File: config.mk
export PLATFORM = sky130hd
export DESIGN_NAME = regwr_i2c_master
export DESIGN_NICKNAME = d
export VERILOG_FILES = /design/src/rtl/regwr_pkg.sv /design/src/rtl/regwr_line_sync.sv /design/src/rtl/regwr_qtick.sv /design/src/rtl/regwr_hold_timer.sv /design/src/rtl/regwr_i2c_master.sv
export SDC_FILE = /design/constraint.sdc
export NUM_CORES = 1
export LEC_CHECK = 0
export BUFFER_PORTS_ARGS = -buffer_cell sky130_fd_sc_hd__buf_2
export CORE_ASPECT_RATIO = 0.8
export CORE_MARGIN = 1.5
export CORE_UTILIZATION = 56
export CTS_BUF_LIST = sky130_fd_sc_hd__clkbuf_4 sky130_fd_sc_hd__clkbuf_8
export DETAILED_ROUTE_END_ITERATION = 6
export PLACE_DENSITY = 0.86
export SETUP_SLACK_MARGIN = 0.15
export SLEW_MARGIN = 30
export SYNTH_ARGS = -nofsm -noshare
export SYNTH_HDL_FRONTEND = slang
export SYNTH_SLANG_ARGS = --single-unit
File: constraint.sdc
create_clock -name clk -period 2.3 [get_ports clk]
set_input_delay 0.115 -clock clk [delete_from_list [all_inputs] [get_ports clk]]
set_output_delay 0.115 -clock clk [all_outputs]
set_load 0.05 [all_outputs]
File: src/rtl/regwr_pkg.sv
package regwr_pkg;

   typedef enum logic [2:0] {
      ST_IDLE,
      ST_START,
      ST_BITS,
      ST_WAIT,
      ST_STOP
   } seq_state_t;

   // bytes in one write frame: device, subaddress, data
   localparam int unsigned FRAME_BYTES = 3;
   // bit slot index carrying the acknowledge
   localparam int unsigned ACK_SLOT = 8;

   function automatic logic needs_settle(input logic [7:0] sub, input logic [7:0] last_low);
      return sub <= last_low;
   endfunction

endpackage

File: src/rtl/regwr_line_sync.sv
module regwr_line_sync #(
   parameter int unsigned STAGES = 2,
   parameter logic        IDLE_LEVEL = 1'b1
) (
   input  logic clk,
   input  logic rst_n,
   input  logic d,
   output logic q
);

   generate
      if (STAGES > 4) begin : g_bad_stages
         $error("regwr_line_sync: STAGES must be 0 to 4");
      end

      if (STAGES == 0) begin : g_pass
         assign q = d;
      end else begin : g_ff
         logic [STAGES-1:0] chain;
         always_ff @(posedge clk or negedge rst_n) begin
            if (!rst_n) begin
               chain <= {STAGES{IDLE_LEVEL}};
            end else begin
               chain[0] <= d;
               for (int i = 1; i < STAGES; i++) begin
                  chain[i] <= chain[i-1];
               end
            end
         end
         assign q = chain[STAGES-1];
      end
   endgenerate

endmodule

File: src/rtl/regwr_qtick.sv
module regwr_qtick #(
   parameter int unsigned QTR = 67
) (
   input  logic clk,
   input  logic rst_n,
   input  logic en,
   input  logic stall,
   output logic tick
);

   localparam int unsigned CW = (QTR > 1) ? $clog2(QTR) : 1;
   localparam logic [CW-1:0] LAST = CW'(QTR - 1);

   generate
      if (QTR < 2) begin : g_bad_qtr
         $error("regwr_qtick: quarter period must be at least 2 cycles");
      end
   endgenerate

   logic [CW-1:0] cnt;

   always_ff @(posedge clk or negedge rst_n) begin
      if (!rst_n) begin
         cnt <= '0;
      end else if (!en) begin
         cnt <= '0;
      end else if (!stall) begin
         cnt <= (cnt == LAST) ? '0 : cnt + 1'b1;
      end
   end

   assign tick = en && !stall && (cnt == LAST);

endmodule

File: src/rtl/regwr_hold_timer.sv
module regwr_hold_timer #(
   parameter int unsigned LIMIT = 1728
) (
   input  logic clk,
   input  logic rst_n,
   input  logic run,
   output logic expired
);

   localparam int unsigned TW = $clog2(LIMIT + 1);

   generate
      if (LIMIT < 1) begin : g_bad_limit
         $error("regwr_hold_timer: LIMIT must be at least 1");
      end
   endgenerate

   logic [TW-1:0] cnt;

   always_ff @(posedge clk or negedge rst_n) begin
      if (!rst_n) begin
         cnt <= '0;
      end else if (!run) begin
         cnt <= '0;
      end else begin
         cnt <= cnt + 1'b1;
      end
   end

   assign expired = run && (cnt == TW'(LIMIT - 1));

endmodule

File: src/rtl/regwr_i2c_master.sv
module regwr_i2c_master
   import regwr_pkg::*;
#(
   parameter int unsigned CLK_MHZ     = 27,
   parameter int unsigned SCL_KHZ     = 100,
   parameter int unsigned WAIT_US     = 64,
   parameter logic [7:0]  DEV_ADDR    = 8'hB8,
   parameter logic [7:0]  LOW_LAST    = 8'h8F,
   parameter int unsigned SYNC_STAGES = 2
) (
   input  logic       clk,
   input  logic       rst_n,
   input  logic       req,
   input  logic [7:0] reg_addr,
   input  logic [7:0] reg_data,
   input  logic       stretch_en,
   output logic       busy,
   output logic       done,
   output logic       nack,
   input  logic       scl_in,
   output logic       scl_oe,
   input  logic       sda_in,
   output logic       sda_oe
);

   localparam int unsigned QTR_CYC  = (CLK_MHZ * 1000) / (4 * SCL_KHZ);
   localparam int unsigned WAIT_CYC = CLK_MHZ * WAIT_US;
   localparam logic [1:0]  LAST_BYTE = 2'(FRAME_BYTES - 1);
   localparam logic [3:0]  ACK_IDX   = 4'(ACK_SLOT);

   generate
      if (CLK_MHZ == 0 || SCL_KHZ == 0) begin : g_bad_rate
         $error("regwr_i2c_master: clock and bus rates must be non-zero");
      end
      if (QTR_CYC < 2) begin : g_bad_div
         $error("regwr_i2c_master: SCL too fast for the system clock");
      end
      if (WAIT_US == 0) begin : g_bad_wait
         $error("regwr_i2c_master: settle wait must be non-zero");
      end
      if (DEV_ADDR[0] != 1'b0) begin : g_bad_dev
         $error("regwr_i2c_master: device byte must carry the write direction");
      end
   endgenerate

   seq_state_t state;
   logic [1:0] phase;
   logic [3:0] bit_idx;
   logic [1:0] byte_idx;
   logic [7:0] tx_sh;
   logic [7:0] addr_q;
   logic [7:0] data_q;
   logic       stretch_q;
   logic       scl_s;
   logic       sda_s;
   logic       tick;
   logic       stall;
   logic       settle_done;

   assign busy = (state != ST_IDLE);

   regwr_line_sync #(.STAGES(SYNC_STAGES), .IDLE_LEVEL(1'b1)) u_scl_sync (
      .clk(clk), .rst_n(rst_n), .d(scl_in), .q(scl_s)
   );

   regwr_line_sync #(.STAGES(SYNC_STAGES), .IDLE_LEVEL(1'b1)) u_sda_sync (
      .clk(clk), .rst_n(rst_n), .d(sda_in), .q(sda_s)
   );

   // a released SCL that still reads low means the slave is stretching
   assign stall = busy && stretch_q && !scl_oe && !scl_s;

   regwr_qtick #(.QTR(QTR_CYC)) u_qtick (
      .clk(clk), .rst_n(rst_n),
      .en(busy && (state != ST_WAIT)),
      .stall(stall),
      .tick(tick)
   );

   regwr_hold_timer #(.LIMIT(WAIT_CYC)) u_settle (
      .clk(clk), .rst_n(rst_n),
      .run(state == ST_WAIT),
      .expired(settle_done)
   );

   always_ff @(posedge clk or negedge rst_n) begin
      if (!rst_n) begin
         state     <= ST_IDLE;
         phase     <= '0;
         bit_idx   <= '0;
         byte_idx  <= '0;
         tx_sh     <= '0;
         addr_q    <= '0;
         data_q    <= '0;
         stretch_q <= 1'b0;
         scl_oe    <= 1'b0;
         sda_oe    <= 1'b0;
         done      <= 1'b0;
         nack      <= 1'b0;
      end else begin
         done <= 1'b0;
         unique case (state)
            ST_IDLE: begin
               if (req) begin
                  addr_q    <= reg_addr;
                  data_q    <= reg_data;
                  stretch_q <= stretch_en;
                  nack      <= 1'b0;
                  phase     <= '0;
                  state     <= ST_START;
               end
            end
            ST_START: begin
               if (tick) begin
                  phase <= phase + 2'd1;
                  unique case (phase)
                     2'd0: sda_oe <= 1'b1;
                     2'd1: scl_oe <= 1'b1;
                     2'd2: ;
                     2'd3: begin
                        state    <= ST_BITS;
                        bit_idx  <= '0;
                        byte_idx <= '0;
                        tx_sh    <= DEV_ADDR;
                     end
                  endcase
               end
            end
            ST_BITS: begin
               if (tick) begin
                  phase <= phase + 2'd1;
                  unique case (phase)
                     2'd0: sda_oe <= (bit_idx == ACK_IDX) ? 1'b0 : ~tx_sh[7];
                     2'd1: scl_oe <= 1'b0;
                     2'd2: ;
                     2'd3: begin
                        scl_oe <= 1'b1;
                        if (bit_idx != ACK_IDX) begin
                           bit_idx <= bit_idx + 4'd1;
                           tx_sh   <= {tx_sh[6:0], 1'b0};
                        end else if (sda_s) begin
                           nack  <= 1'b1;
                           state <= ST_STOP;
                        end else if (byte_idx == LAST_BYTE) begin
                           state <= (!stretch_q && needs_settle(addr_q, LOW_LAST)) ? ST_WAIT : ST_STOP;
                        end else begin
                           byte_idx <= byte_idx + 2'd1;
                           bit_idx  <= '0;
                           tx_sh    <= (byte_idx == 2'd0) ? addr_q : data_q;
                        end
                     end
                  endcase
               end
            end
            ST_WAIT: begin
               if (settle_done) begin
                  state <= ST_STOP;
                  phase <= '0;
               end
            end
            ST_STOP: begin
               if (tick) begin
                  phase <= phase + 2'd1;
                  unique case (phase)
                     2'd0: sda_oe <= 1'b1;
                     2'd1: scl_oe <= 1'b0;
                     2'd2: sda_oe <= 1'b0;
                     2'd3: begin
                        state <= ST_IDLE;
                        done  <= 1'b1;
                     end
                  endcase
               end
            end
            default: state <= ST_IDLE;
         endcase
      end
   end

   // independent count of cycles spent in the settle state
   logic [31:0] chk_wait_cnt;
   always_ff @(posedge clk or negedge rst_n) begin
      if (!rst_n) chk_wait_cnt <= '0;
      else        chk_wait_cnt <= (state == ST_WAIT) ? chk_wait_cnt + 32'd1 : 32'd0;
   end

   assert_idle_released_R1: assert property (@(posedge clk) disable iff (!rst_n)
      !busy |-> (!scl_oe && !sda_oe));

   assert_sda_moves_scl_low_R3: assert property (@(posedge clk) disable iff (!rst_n)
      (!$stable(sda_oe) && state != ST_START && state != ST_STOP) |-> (scl_oe && $past(scl_oe)));

   assert_settle_length_R4: assert property (@(posedge clk) disable iff (!rst_n)
      ($past(state) == ST_WAIT && state != ST_WAIT) |-> (chk_wait_cnt == WAIT_CYC));

   assert_settle_low_only_R5: assert property (@(posedge clk) disable iff (!rst_n)
      (state == ST_WAIT) |-> (addr_q <= LOW_LAST && !stretch_q && scl_oe));

   assert_stall_freezes_R6: assert property (@(posedge clk) disable iff (!rst_n)
      (stall && state != ST_IDLE) |=> ($stable(phase) && $stable(state)));

   assert_nack_no_settle_R7: assert property (@(posedge clk) disable iff (!rst_n)
      (state == ST_WAIT) |-> !nack);

   assert_done_ends_busy_R8: assert property (@(posedge clk) disable iff (!rst_n)
      done |-> (!busy && $past(busy)));

   assert_busy_ignores_req_R9: assert property (@(posedge clk) disable iff (!rst_n)
      (busy && req) |=> ($stable(addr_q) && $stable(data_q)));

endmodule

# --- After elaboration in Yosys (flattened, before gate mapping) ---
# Index checks and enable logic that the tools add are counted.
word_totals:
  reg_bits: 62
  out_inout_bits: 5
  wordCells: 158
op_classes:
  addsub: 5
  magnitude_cmp: 1
  eq_ne: 36
  muxes: 70
  bitwise_logic: 1
  n_reduce_logical: 29
op_table:
  columns: ["operator", "count"]
  rows:
  - ["8-bit two-way mux", 8]
  - ["3-bit two-way mux", 12]
  - ["2-bit != test, second input constant", 15]
  - ["4-bit two-way mux", 7]
  - ["7-bit two-way mux", 3]
  - ["7-bit AND reduction", 3]
  - ["2-bit two-way mux", 10]
  - ["1-bit two-way mux", 19]
  - ["8-bit case mux with 2 select lines", 1]
  - ["3-bit case mux with 5 select lines", 1]
  - ["11-bit by 1-bit adder with 11-bit output, second input constant", 1]
  - ["11-bit equality test, second input constant", 1]
  - ["11-bit two-way mux", 1]
  - ["10-bit AND reduction", 1]
  - ["3-bit != test, second input constant", 3]
  - ["3-bit nonzero test", 3]
  - ["8-bit <= comparator, second input constant", 1]
  - ["1-bit logical AND", 8]
  - ["4-bit case mux with 2 select lines", 1]
  - ["8-bit AND reduction", 1]
  - ["7-bit by 1-bit adder with 7-bit output, second input constant", 1]
  - ["7-bit equality test, second input constant", 1]
  - ["2-bit equality test, second input constant", 3]
  - ["3-bit by 2-bit equality test with 1-bit output, second input constant", 2]
  - ["23 further kinds", 35]

# --- Depth between registers and ports, before layout ---
# Gate-level depths: netlist of run 1.
depth:
  depth_word: 9
  depth_mapped: 8
  ltp_nobuf: 7

# --- Modules after synthesis ---
# A second synthesis of run 1 with hierarchy kept.
unflattened:
  cells_unflattened: 315
  area_unflattened_um2: 3311.9
by_module_without_submodules:
  columns: ["module", "n_inst", "cells_per_inst", "area_each_um2", "seq_area_each_um2"]
  rows:
  - ["regwr_i2c_master", 1, 211, 2213.4, 1001.0]
  - ["regwr_hold_timer", 1, 53, 540.5, 275.3]
  - ["regwr_qtick", 1, 47, 452.9, 175.2]
  - ["regwr_line_sync", 2, 2, 52.6, 52.6]

# --- Worst setup path before layout of run 1 ---
# No wires, ideal clock.
synth_timing:
  kind: "reg2reg"
  startpoint: "register u_qtick.cnt[0]"
  endpoint: "register tx_sh[3]"
  setup_time_ns: 0.128
  arrival_ns: 1.939
  t_required_ns: 2.172
  slack_ns: 0.234
  stages_incl_launch_ff: 9
  path_buffers: 1
  path_cell_list: "dfrtp_1 > inv_1 > ha_1 > nor4bb_1 > and4_4 > nand2_4 > o21ba_4 > buf_6 > mux2_1"
synth_via:
  elab_chain_len: 4
  elab_cells_between_ends: 5
  cone_classes: "eq/ne: 3; reduce/logical: 2"
synth_rtl:
  columns: ["element", "line_no", "rtl"]
  rows:
  - ["start, declared", "regwr_qtick.sv:20", "logic [CW-1:0] cnt;"]
  - ["start signal, assigned", "regwr_qtick.sv:28", "cnt <= (cnt == LAST) ? '0 : cnt + 1'b1;"]
  - ["7-bit equality test *", "regwr_qtick.sv:32", "assign tick = en && !stall && (cnt == LAST);"]
  - ["1-bit logical AND *", "regwr_qtick.sv:32", null]
  - ["2-bit != test (no source line)", null, null]
  - ["7-bit AND reduction (no source line) *", null, null]
  - ["end signal, assigned", "regwr_i2c_master.sv:140", "tx_sh <= {tx_sh[6:0], 1'b0};"]
  - ["end signal, assigned", "regwr_i2c_master.sv:149", "tx_sh <= (byte_idx == 2'd0) ? addr_q : data_q;"]
  - ["end, declared", "regwr_i2c_master.sv:50", "logic [7:0] tx_sh;"]
# Mark *: on every way between the ends. The rest lies on a longest branch, timed or not.
# A chain may end at the register's enable or synchronous reset.

# --- Worst setup path after layout of run 1 ---
layout_timing:
  startpoint: "register u_qtick.cnt[0]"
  endpoint: "register tx_sh[7]"
# Same word-level chain as after synthesis.

==> out/results.ini, run 1 <==
[grt]
grt_util_all_layers_pct = 25.3
grt_pass1_wl_um = 11800
gr-total-overflow = 0
antenna_found_initial = 0
grt_max_degree = 63
grt_pass1_vias = 2498

[outcome]
status = finished, final reports clean

[pwr]
p_int_w = 0.00169
p_leak_nw = 1.83
ir_worst_vdd_mv = 0.338
power_w = 0.00214
combPwrFrac_pct = 2.8
p_sw_share_pct = 21.0
p_clk_share_pct = 45.8
power-per-cell-area_nw_per_um2 = 558
seq_power_share_pct = 51.3
p_switching_w = 0.000450

[drt]
dr.max_layer_used = met4
routed_wl_um = 7040
drc = 0
vias = 2491
drt-met1-wl_um = 3030
antenna_left = 0
drt_iter0_drc = 206
met3WireLength_um = 477
viasPerCell = 5.77
drtPass1Iterations = 4
dr_wl_met2_um = 3390
wl_per_cell_um = 16.3

[logic_synthesis]
post-synth-top-count-cell = dfrtp_1
ys_seq_area_share_pct = 48.3
synth_nets = 332
synth_common_cells = dfrtp_1, nor2_1, nand2_1, mux2_2, o21ai_0
synth_edf_count = 0
postSynthCellCount = 299
yosys_warnings = 0
ys_top_cells_by_area = dfrtp_1, mux2_2, ha_1
synth_seq_cells = 62
synth_top_area_share_pct = 45.0
synth_cell_types = 55
synth_flop_cell = dfrtp_1
synth_area_per_cell_um2 = 10.8
async_reset_ff_share_pct = 100
syn-cell-area_um2 = 3220
yosysTopAreaCell = dfrtp_1

[clocking]
htreeDepth = 3
clk-insertion-delay-late_ps = 350
cts_tree = done
cts_buffers = 9
cts-root-buf = clkbuf_8
cts.clk_slew.worst_paths_ps = 70
clk_path_buf_depth = 2
clock-sinks = 62

[placed_design]
gp_congestion = 0.836
port_buffers = 26
dp.cells = 400
dp_hpwl_um = 4600
dp_worst_setup_slack_ps = 135

[setup_path]
end_kind = flop
r2r_cells = 8
cp.arrival_ps = 2300
crit_fanout = 9
cp-start-kind = flop
setup.worst_path.class = reg2reg
required_ps = 2530

[timing]
setup_ws_ps = 227
max_freq_ghz = 0.482
period_share_pct = 90.1
setup_viol = 0
maxSlewHeadroom_pct = 49.0
drv_slew = 0
setup_tns_ps = 0
fin_crit_ps = 2070
finalClockSkew_ps = 8.49
tightest_slew_ps = 764
hold_violations = 0
rsz0062_at_grt = true

[cells_and_area]
postLayoutCoreUtil_pct = 69.8
final_layout_size_suffix_gt1_share_pct = 25.7
nNetsFinal = 382
final_cells = 432
n_antenna_cell = 0
areaGrowthSynthToFinish_pct = 19.1

[floorplanning]
die_h_um = 70.8
die_area_um2 = 6220
core_um2 = 5500
num_io_pins = 27
initial_core_util_pct = 58.6
die_w_um = 87.8
row_count = 24

[hold_path]
worstHoldPathCells = 2
hp-class = in2reg

[run]
maxCapViolCount = 0

-- power groups by stage --
| stage | combinational (W) | clock [W] | sequential, W |
|---|---|---|---|
| 2_1_floorplan | 0.00000278 | 0 | 0.00112 |
| 3_3_place_gp | 0.0000420 | 0 | 0.00112 |
| 3_5_place_dp | 0.0000441 | 0 | 0.00112 |
| 4_1_cts | 0.0000608 | 0.00100 | 0.00110 |
| 5_1_grt | 0.0000686 | 0.00105 | 0.00110 |
| 6_report | 0.0000609 | 0.000981 | 0.00110 |
-- cells in the final DEF, fill, tap and decap left out, drive strengths merged, types with 6 or more instances in the layout --
cell / n
nor3: 6
inv: 8
ha: 11
nand2: 24
mux2i: 12
and3: 8
dlygate4sd3: 13
nand3: 7
nor2: 30
mux2: 29
a21oi: 7
clkbuf: 12
dfrtp: 58
xor2: 9
buf: 36
o211ai: 6
o21ai: 19
-- critical path, cell delays in order (launching register included) --
cell and delay [ps]:
dfrtp_1 410, inv_2 80, ha_1 140, nor4bb_1 200
buf_4 160, and4_4 240, nand2_4 90, o21ba_4 300
mux2_1 340
-- sequential cells by signal, summed over array words and instances (netlist names) --
name and count:
data_q 8, done 1, tx_sh 8, u_scl_sync.g_ff.chain 2, u_sda_sync.g_ff.chain 2, sda_oe 1, phase 2, bit_idx 4
u_settle.cnt 11, state 3, u_qtick.cnt 7, byte_idx 2, stretch_q 1, nack 1, addr_q 8, scl_oe 1
-- cell families (layout without fill, tap and decap cells) --
family / after synthesis / after routing / synth area share, %
xor+xnor: 11 / 11 / 3.22
compound gates: 57 / 58 / 12.1
fa+ha+maj: 11 / 11 / 4.27
buf+inv: 19 / 73 / 2.72
flops: 62 / 62 / 48.3
simple gates: 98 / 98 / 15.5
mux: 41 / 41 / 13.9
-- path summary, 6_finish.rpt --
path / from / slack [ps] / to
min in group asynchronous: rst_n / 480 / tx_sh[3]$_DFFE_PN0P_
hold / removal: reg_addr[0] / 10 / addr_q[0]$_DFFE_PN0P_
max in group asynchronous: rst_n / 1270 / state[1]$_DFFE_PN0P_
hold reg to reg: u_sda_sync.g_ff.chain[0]$_DFF_PN1_ / 360 / u_sda_sync.g_ff.chain[1]$_DFF_PN1_
setup reg to reg: u_qtick.cnt[0]$_DFFE_PN0P_ / 230 / tx_sh[7]$_DFFE_PN0P_
setup / recovery: u_qtick.cnt[0]$_DFFE_PN0P_ / 230 / tx_sh[7]$_DFFE_PN0P_
-- per-stage QoR --
step / cell area (um^2) / hold WS, ps
floorplan: 3220 / -181
detailed placement: 3450 / 226
finish: 3840 / 9.57
global placement: 3450 / 221
global route: 3840 / 10.2
CTS: 3800 / 0.899
-- final cells by class --
cell class,count,area (um^2)
Fill cell,395,1660
Multi-Input combinational cell,219,1610
Sequential cell,62,1560
Timing Repair Buffer,49,335
Clock buffer,12,159
Tap cell,78,97.6
Clock inverter,4,45.0
Inverter,8,30.0
-- repair_timing --
action / 4_1_cts / 5_1_grt
gates resized for setup: 0 / 8
setup endpoints to repair: 8 / 12
buffers inserted: 1 / 1
pin swaps: 0 / 3
hold endpoints to repair: 70 / 0
cloned: 1 / 0
hold buffers: 13 / 0
-- routing by layer --
metal  up-vias  track usage, %
met1      1215            33.6
met3        14            6.42
li1       1171               -
met4         0            10.2
met2        91            39.8
met5         -               0
Note: power is estimated with default switching activity, not from simulation.
==> run 2: changes to the inputs <==
--- a/config.mk
+++ b/config.mk
@@ -12,7 +12,7 @@
 export CTS_BUF_LIST = sky130_fd_sc_hd__clkbuf_4 sky130_fd_sc_hd__clkbuf_8
 export DETAILED_ROUTE_END_ITERATION = 6
 export PLACE_DENSITY = 0.86
-export SETUP_SLACK_MARGIN = 0.15
+export SETUP_SLACK_MARGIN = 0.5
 export SLEW_MARGIN = 30
 export SYNTH_ARGS = -nofsm -noshare
 export SYNTH_HDL_FRONTEND = slang
==> out/results.ini, run 2 (synthesis results as in run 1) <==
[setup_path]
crit-reg2reg-capture = state[1]$_DFFE_PN0P_  ; was tx_sh[7]$_DFFE_PN0P_
crit_fanout = 15  ; was 9
r2r_start = state[0]$_DFFE_PN0P_  ; was u_qtick.cnt[0]$_DFFE_PN0P_
cp.arrival_ps = 2310  ; was 2300 ps
reg2reg_slack_ps = 210  ; was 230 ps
cp-start-kind = flop  ; unchanged
r2r_cells = 5  ; was 8
setup.worst_path.class = reg2reg  ; unchanged
end_kind = flop  ; unchanged
required_ps = 2520  ; was 2530 ps

[timing]
setup_tns_ps = 0  ; unchanged
rsz0062_at_grt = true  ; unchanged
hold_violations = 0  ; unchanged
period_share_pct = 91.1  ; was 90.1%
drv_slew = 0  ; unchanged
fin_crit_ps = 2090  ; was 2070 ps
maxSlewHeadroom_pct = 61.2  ; was 49.0%
setup_viol = 0  ; unchanged
tightest_slew_ps = 581  ; was 764 ps
max_freq_ghz = 0.477  ; was 0.482 GHz
finalClockSkew_ps = 7.45  ; was 8.49 ps
setup_ws_ps = 206  ; was 227 ps
whs_ps = 6.46  ; was 9.57 ps

[cells_and_area]
final_cell_mix = dfrtp_1, buf_2, nor2_1  ; was dfrtp_1, nor2_1, buf_2
fillCellCount = 340  ; was 395
final_cell_area_um2 = 4040  ; was 3840 um^2
ff_latch_area_um2 = 1560  ; about the same
nNetsFinal = 386  ; was 382
final_cells = 436  ; was 432
largest_reg_flops = 11  ; unchanged
areaGrowthSynthToFinish_pct = 25.2  ; was 19.1%
multi_input_area_um2 = 1740  ; was 1610 um^2
final_common_cell = dfrtp_1  ; unchanged
regMostFlops = u_settle.cnt  ; unchanged
final_layout_size_suffix_gt1_share_pct = 33.5  ; was 25.7%
n_antenna_cell = 0  ; unchanged

[drt]
wl_per_cell_um = 18.3  ; was 16.3 um
drt_iter0_drc = 328  ; was 206
routed_wl_um = 7990  ; was 7040 um
vias = 2619  ; was 2491
antenna_left = 0  ; unchanged
drtPass1Iterations = 5  ; was 4
viasPerCell = 6.01  ; was 5.77
drc = 0  ; unchanged

[hold_path]
worstHoldPathCells = 2  ; unchanged
min-delay-start = reg_addr[2]  ; was reg_addr[0]
hp-class = in2reg  ; unchanged
hold_path_end = addr_q[2]$_DFFE_PN0P_  ; was addr_q[0]$_DFFE_PN0P_

[clocking]
clk-insertion-delay-late_ps = 340  ; was 350 ps
cts_tree = done  ; unchanged
cts-root-buf = clkbuf_8  ; unchanged
htreeDepth = 3  ; unchanged
clk_path_buf_depth = 2  ; unchanged
clock-sinks = 62  ; unchanged
cts.clk_slew.worst_paths_ps = 70  ; about the same
cts_buffers = 9  ; unchanged

[grt]
grt_max_degree = 40  ; was 63
grt_pass1_wl_um = 12400  ; was 11800 um
gr-total-overflow = 0  ; unchanged
grt_util_all_layers_pct = 26.2  ; was 25.3%
grt_pass1_vias = 2609  ; was 2498
antenna_found_initial = 0  ; unchanged

[floorplanning]
die_h_um = 70.8  ; unchanged
row_count = 24  ; unchanged
die_area_um2 = 6220  ; unchanged
initial_core_util_pct = 58.6  ; unchanged
num_io_pins = 27  ; unchanged
die_w_um = 87.8  ; unchanged
core_um2 = 5500  ; unchanged

[outcome]
status = finished, final reports clean  ; unchanged

[placed_design]
dp_hpwl_um = 4530  ; was 4600 um
dp_worst_setup_slack_ps = 218  ; was 135 ps
gp_congestion = 0.888  ; was 0.836
dp.cells = 400  ; unchanged
dpl_cell_area_um2 = 3520  ; was 3450 um^2
port_buffers = 26  ; unchanged

[pwr]
ir_worst_vdd_mv = 0.451  ; was 0.338 mV
p_leak_nw = 1.89  ; was 1.83 nW
power-per-cell-area_nw_per_um2 = 532  ; was 558 nW/um^2

[run]
maxCapViolCount = 0  ; unchanged

-- run 2: cell count changes in the layout (fill, tap and decap cells not counted), moves of 3 or more --
cell / previous run / this run
o21ai_0: 18 / 14
buf_6: 0 / 4
nor2_2: 1 / 4
nor2_1: 29 / 24
mux2_1: 9 / 1
mux2_4: 2 / 10
-- run 2: cell type report --
| cell class | instances | area share [%] |
|---|---|---|
| multi-input cells | 219 | 43.2 |
| flip-flops and latches | 62 | 38.7 |
| clock inverters | 5 | 1.46 |
| repair buffers | 53 | 9.92 |
| well taps | 78 | 2.42 |
| inverters | 8 | 0.744 |
| clock buffers | 11 | 3.60 |
-- run 2: per-stage QoR --
stage | power, W | utilization [%]
after floorplan | 0.00112 | -
after global placement | 0.00116 | 64.0
after detailed placement | 0.00117 | 64.0
after CTS | 0.00215 | 71.1
after global routing | 0.00221 | 73.4
final | 0.00215 | 73.4
-- run 2: how the worst max path moves through the flow --
stage | cells past startpoint | slack (ps) | from | endpoint
after floorplan | 8 | 400 | u_qtick.cnt[0]$_DFFE_PN0P_ | tx_sh[0]$_DFFE_PN0P_
after global placement | 5 | 320 | state[1]$_DFFE_PN0P_ | tx_sh[5]$_DFFE_PN0P_
after detailed placement | 5 | 220 | state[1]$_DFFE_PN0P_ | tx_sh[6]$_DFFE_PN0P_
after CTS | 7 | 380 | u_qtick.cnt[0]$_DFFE_PN0P_ | state[1]$_DFFE_PN0P_
after global routing | 7 | 120 | byte_idx[0]$_DFFE_PN0P_ | state[1]$_DFFE_PN0P_
final | 5 | 210 | state[0]$_DFFE_PN0P_ | state[1]$_DFFE_PN0P_
-- run 2: per-layer routing --
layer  wire, um  up-vias  GRT usage (%)
li1           -     1187              -
met1       3300     1267           34.5
met2       3890      135           40.5
met3        566       30           7.23
met4        231        0           11.5
met5          0        -              0
-- run 2: power breakdown --
| group | leakage, nW | total [W] | switching (W) | internal [W] |
|---|---|---|---|---|
| Clock | 0.0990 | 0.000986 | 0.000444 | 0.000542 |
| Sequential | 0.812 | 0.00110 | 0.00000264 | 0.00110 |
| Combinational | 0.982 | 0.0000609 | 0.0000315 | 0.0000293 |
-- run 2: critical path, stage by stage, from the launching register on --
cell,delay (ps)
dfrtp_2,490
buf_4,220
o21ai_0,460
o211ai_1,240
o2111a_2,250
mux2_4,320
-- run 2: what timing repair did --
action                                  4_1_cts  5_1_grt
hold buffers                                 10        1
endpoints found under the setup margin       35       38
buffers inserted                              6        2
cloned                                        1        0
resized for setup                             9       26
pin swaps                                     3        5
endpoints found under the hold margin        28        1
==> run 3: changes to the inputs <==
--- a/config.mk
+++ b/config.mk
@@ -16,4 +16,5 @@
 export SLEW_MARGIN = 30
 export SYNTH_ARGS = -nofsm -noshare
 export SYNTH_HDL_FRONTEND = slang
+export SYNTH_HIERARCHICAL = 1
 export SYNTH_SLANG_ARGS = --single-unit
==> out/results.ini, run 3 <==
[outcome]
status = complete, but fails checks  ; was finished, final reports clean
violations = setup timing

[logic_synthesis]
syn-cell-area_um2 = 3310  ; was 3220 um^2
synth_top_area_share_pct = 43.8  ; was 45.0%
async_reset_ff_share_pct = 100  ; unchanged
yosys_warnings = 6  ; was 0
synth_cell_types = 62  ; was 55
post-synth-top-count-cell = dfrtp_1  ; unchanged
synth_common_cells = dfrtp_1, nor2_1, nand2_1, mux2_2, inv_1  ; was dfrtp_1, nor2_1, nand2_1, mux2_2, o21ai_0
postSynthCellCount = 315  ; was 299
ys_seq_area_share_pct = 47.0  ; was 48.3%
synth_nets = 348  ; was 332
synth_seq_cells = 62  ; unchanged
synth_flop_cell = dfrtp_1  ; unchanged
synth_edf_count = 0  ; unchanged
yosysTopAreaCell = dfrtp_1  ; unchanged
synth_area_per_cell_um2 = 10.5  ; was 10.8 um^2
ys_top_cells_by_area = dfrtp_1, mux2_2, ha_1  ; unchanged

[drt]
viasPerCell = 5.85  ; was 6.01
routed_wl_um = 7850  ; was 7990 um
drt_iter0_drc = 151  ; was 328
wl_per_cell_um = 16.7  ; was 18.3 um
antenna_left = 0  ; unchanged
drc = 0  ; unchanged
drtPass1Iterations = 5  ; unchanged
vias = 2745  ; was 2619

[setup_path]
r2r_cells = 9  ; was 5
slowest_delay_ps = 520  ; was 490 ps
crit_fanout = 3  ; was 15
cp.buffers_inverters = 0  ; was 1
cp.depth = 9  ; was 5
crit_family = simple AND/OR/NAND/NOR gates  ; was compound AO/OA/AOI/OAI gates
required_ps = 2520  ; about the same
crit_slowest_cell = or4b_4  ; was dfrtp_2
end_kind = flop  ; unchanged
cp-start-kind = flop  ; unchanged
setup.worst_path.class = reg2reg  ; unchanged
cp.arrival_ps = 2580  ; was 2310 ps
worstPathCellList = and2b_2 > and2_4 > nand2_2 > or4b_4 > nor4_4 > nor2b_1 > o21ai_1 > o2111ai_2 > a221o_1  ; was buf_4 > o21ai_0 > o211ai_1 > o2111a_2 > mux2_4

[placed_design]
dpl_cell_area_um2 = 3680  ; was 3520 um^2
dp.cells = 428  ; was 400
port_buffers = 26  ; unchanged
gp_congestion = 0.872  ; was 0.888
dp_hpwl_um = 4670  ; was 4530 um

[cells_and_area]
final_cell_mix = dfrtp_1, buf_2, buf_4  ; was dfrtp_1, buf_2, nor2_1
largest_reg_flops = 11  ; unchanged
postLayoutCoreUtil_pct = 76.4  ; was 73.4%
final_layout_size_suffix_gt1_share_pct = 35.0  ; was 33.5%
final_cell_area_um2 = 4270  ; was 4040 um^2
n_antenna_cell = 0  ; unchanged
final_cells = 469  ; was 436
final_common_cell = dfrtp_1  ; unchanged
regMostFlops = u_settle/cnt  ; was u_settle.cnt
areaGrowthSynthToFinish_pct = 28.9  ; was 25.2%
nNetsFinal = 419  ; was 386

[pwr]
ir_worst_vdd_mv = 0.503  ; was 0.451 mV
p_leak_nw = 1.87  ; was 1.89 nW
power-per-cell-area_nw_per_um2 = 757  ; was 532 nW/um^2

[grt]
met3_usage_pct = 5.99  ; was 7.23%
met1_usage_pct = 33.2  ; was 34.5%
antenna_found_initial = 0  ; unchanged
gr-total-overflow = 0  ; unchanged
grt_max_degree = 63  ; was 40
grt_util_all_layers_pct = 25.8  ; was 26.2%
top_usage_layer = met2  ; unchanged
use_met2_pct = 43.2  ; was 40.5%
grt_pass1_wl_um = 12400  ; about the same
grt_pass1_vias = 2665  ; was 2609

[timing]
fin_crit_ps = 2360  ; was 2090 ps
finalClockSkew_ps = 10.4  ; was 7.45 ps
drv_slew = 0  ; unchanged
rsz0062_at_grt = true  ; unchanged
setup_viol = 1  ; was 0
max_freq_ghz = 0.424  ; was 0.477 GHz
setup_tns_ps = -60.9  ; was 0 ps
period_share_pct = 103  ; was 91.1%
setup_ws_ps = -60.9  ; was 206 ps
hold_violations = 0  ; unchanged
tightest_slew_ps = 779  ; was 581 ps
maxSlewHeadroom_pct = 48.1  ; was 61.2%

[clocking]
clk-insertion-delay-late_ps = 350  ; was 340 ps
clock-sinks = 62  ; unchanged
cts_buffers = 9  ; unchanged
cts.clk_slew.worst_paths_ps = 70  ; about the same
htreeDepth = 3  ; unchanged
cts-root-buf = clkbuf_8  ; unchanged
clk_path_buf_depth = 2  ; unchanged
cts_tree = done  ; unchanged

[run]
maxCapViolCount = 0  ; unchanged

[floorplanning]
num_io_pins = 27  ; unchanged
die_area_um2 = 6390  ; was 6220 um^2
row_count = 24  ; unchanged
die_h_um = 71.8  ; was 70.8 um
core_um2 = 5590  ; was 5500 um^2
die_w_um = 89.0  ; was 87.8 um
initial_core_util_pct = 59.3  ; was 58.6%

[hold_path]
hp-class = in2reg  ; unchanged
worstHoldPathCells = 2  ; unchanged

-- run 3: cell types whose count changed in the layout (fill, tap and decap cells not counted), moves of 5 or more --
| cell | previous run | this run |
|---|---|---|
| o211ai_1 | 6 | 0 |
| mux2_4 | 10 | 0 |
| dlygate4sd3_1 | 11 | 19 |
| and2_1 | 0 | 5 |
| nor2_1 | 24 | 18 |
| and3_1 | 8 | 2 |
| buf_4 | 10 | 23 |
| inv_1 | 7 | 19 |
| xor2_1 | 8 | 3 |
-- run 3: metal layers --
layer	routed length (um)	share of wire, %
met3	359	4.6
met2	4060	52
met1	3310	42
met5	0	0
met4	112	1.4
-- run 3: through the flow --
stage	hold WS (ps)	setup slack, ps	power [W]
floorplan	-181	-161	0.00203
global placement	220	-24.5	0.00220
detailed placement	222	-127	0.00224
CTS	1.18	-67.6	0.00320
global route	5.48	-192	0.00340
finish	10.1	-60.9	0.00323
-- run 3: path summary, 6_finish.rpt --
check / startpoint / endpoint / slack (ps)
max: state[2]$_DFFE_PN0P_ / state[1]$_DFFE_PN0P_ / -60
min: stretch_en / stretch_q$_DFFE_PN0P_ / 10
max reg2reg: state[2]$_DFFE_PN0P_ / state[1]$_DFFE_PN0P_ / -60
min reg2reg: u_sda_sync/g_ff.chain[0]$_DFF_PN1_ / u_sda_sync/g_ff.chain[1]$_DFF_PN1_ / 360
max in group asynchronous: rst_n / addr_q[0]$_DFFE_PN0P_ / 1320
min in group asynchronous: rst_n / u_qtick/cnt[2]$_DFFE_PN0P_ / 450
-- run 3: worst register-to-register path: stages (launching register included) --
cell and delay [ps]:
dfrtp_1 370, and2b_2 220, and2_4 140, nand2_2 50
or4b_4 520, nor4_4 180, nor2b_1 90, o21ai_1 150
o2111ai_2 150, a221o_1 380
-- run 3: cell families (layout without fill, tap and decap cells) --
kind of cell	Yosys count	after routing	share of synthesized area [%]
multiplexers	33	33	10.8
AO/OA/AOI/OAI	63	63	13.5
adder cells (fa/ha/maj)	11	11	4.16
AND/OR/NAND/NOR	104	104	17.3
buffers and inverters	34	110	5.14
XOR/XNOR	8	8	2.12
flip-flops	62	62	47.0
-- run 3: final cells by class --
cell class	instances	area (um^2)
Clock buffer	12	159
Multi-Input combinational cell	219	1760
Fill cell	382	1320
Inverter	19	71.3
Clock inverter	4	31.3
Tap cell	78	97.6
Timing Repair Buffer	75	589
Sequential cell	62	1560
-- run 3: repair_timing --
item,CTS,global route
gates resized for setup,5,33
setup buffers,4,2
endpoints found under the setup margin,39,42
hold endpoints to repair,75,1
hold buffers,18,1
pin swaps,2,9
-- run 3: power by group --
part           internal (W)  total, W  switching [W]
combinational      0.000449  0.000917       0.000468
sequential          0.00128   0.00141       0.000134
clock              0.000463  0.000904       0.000441
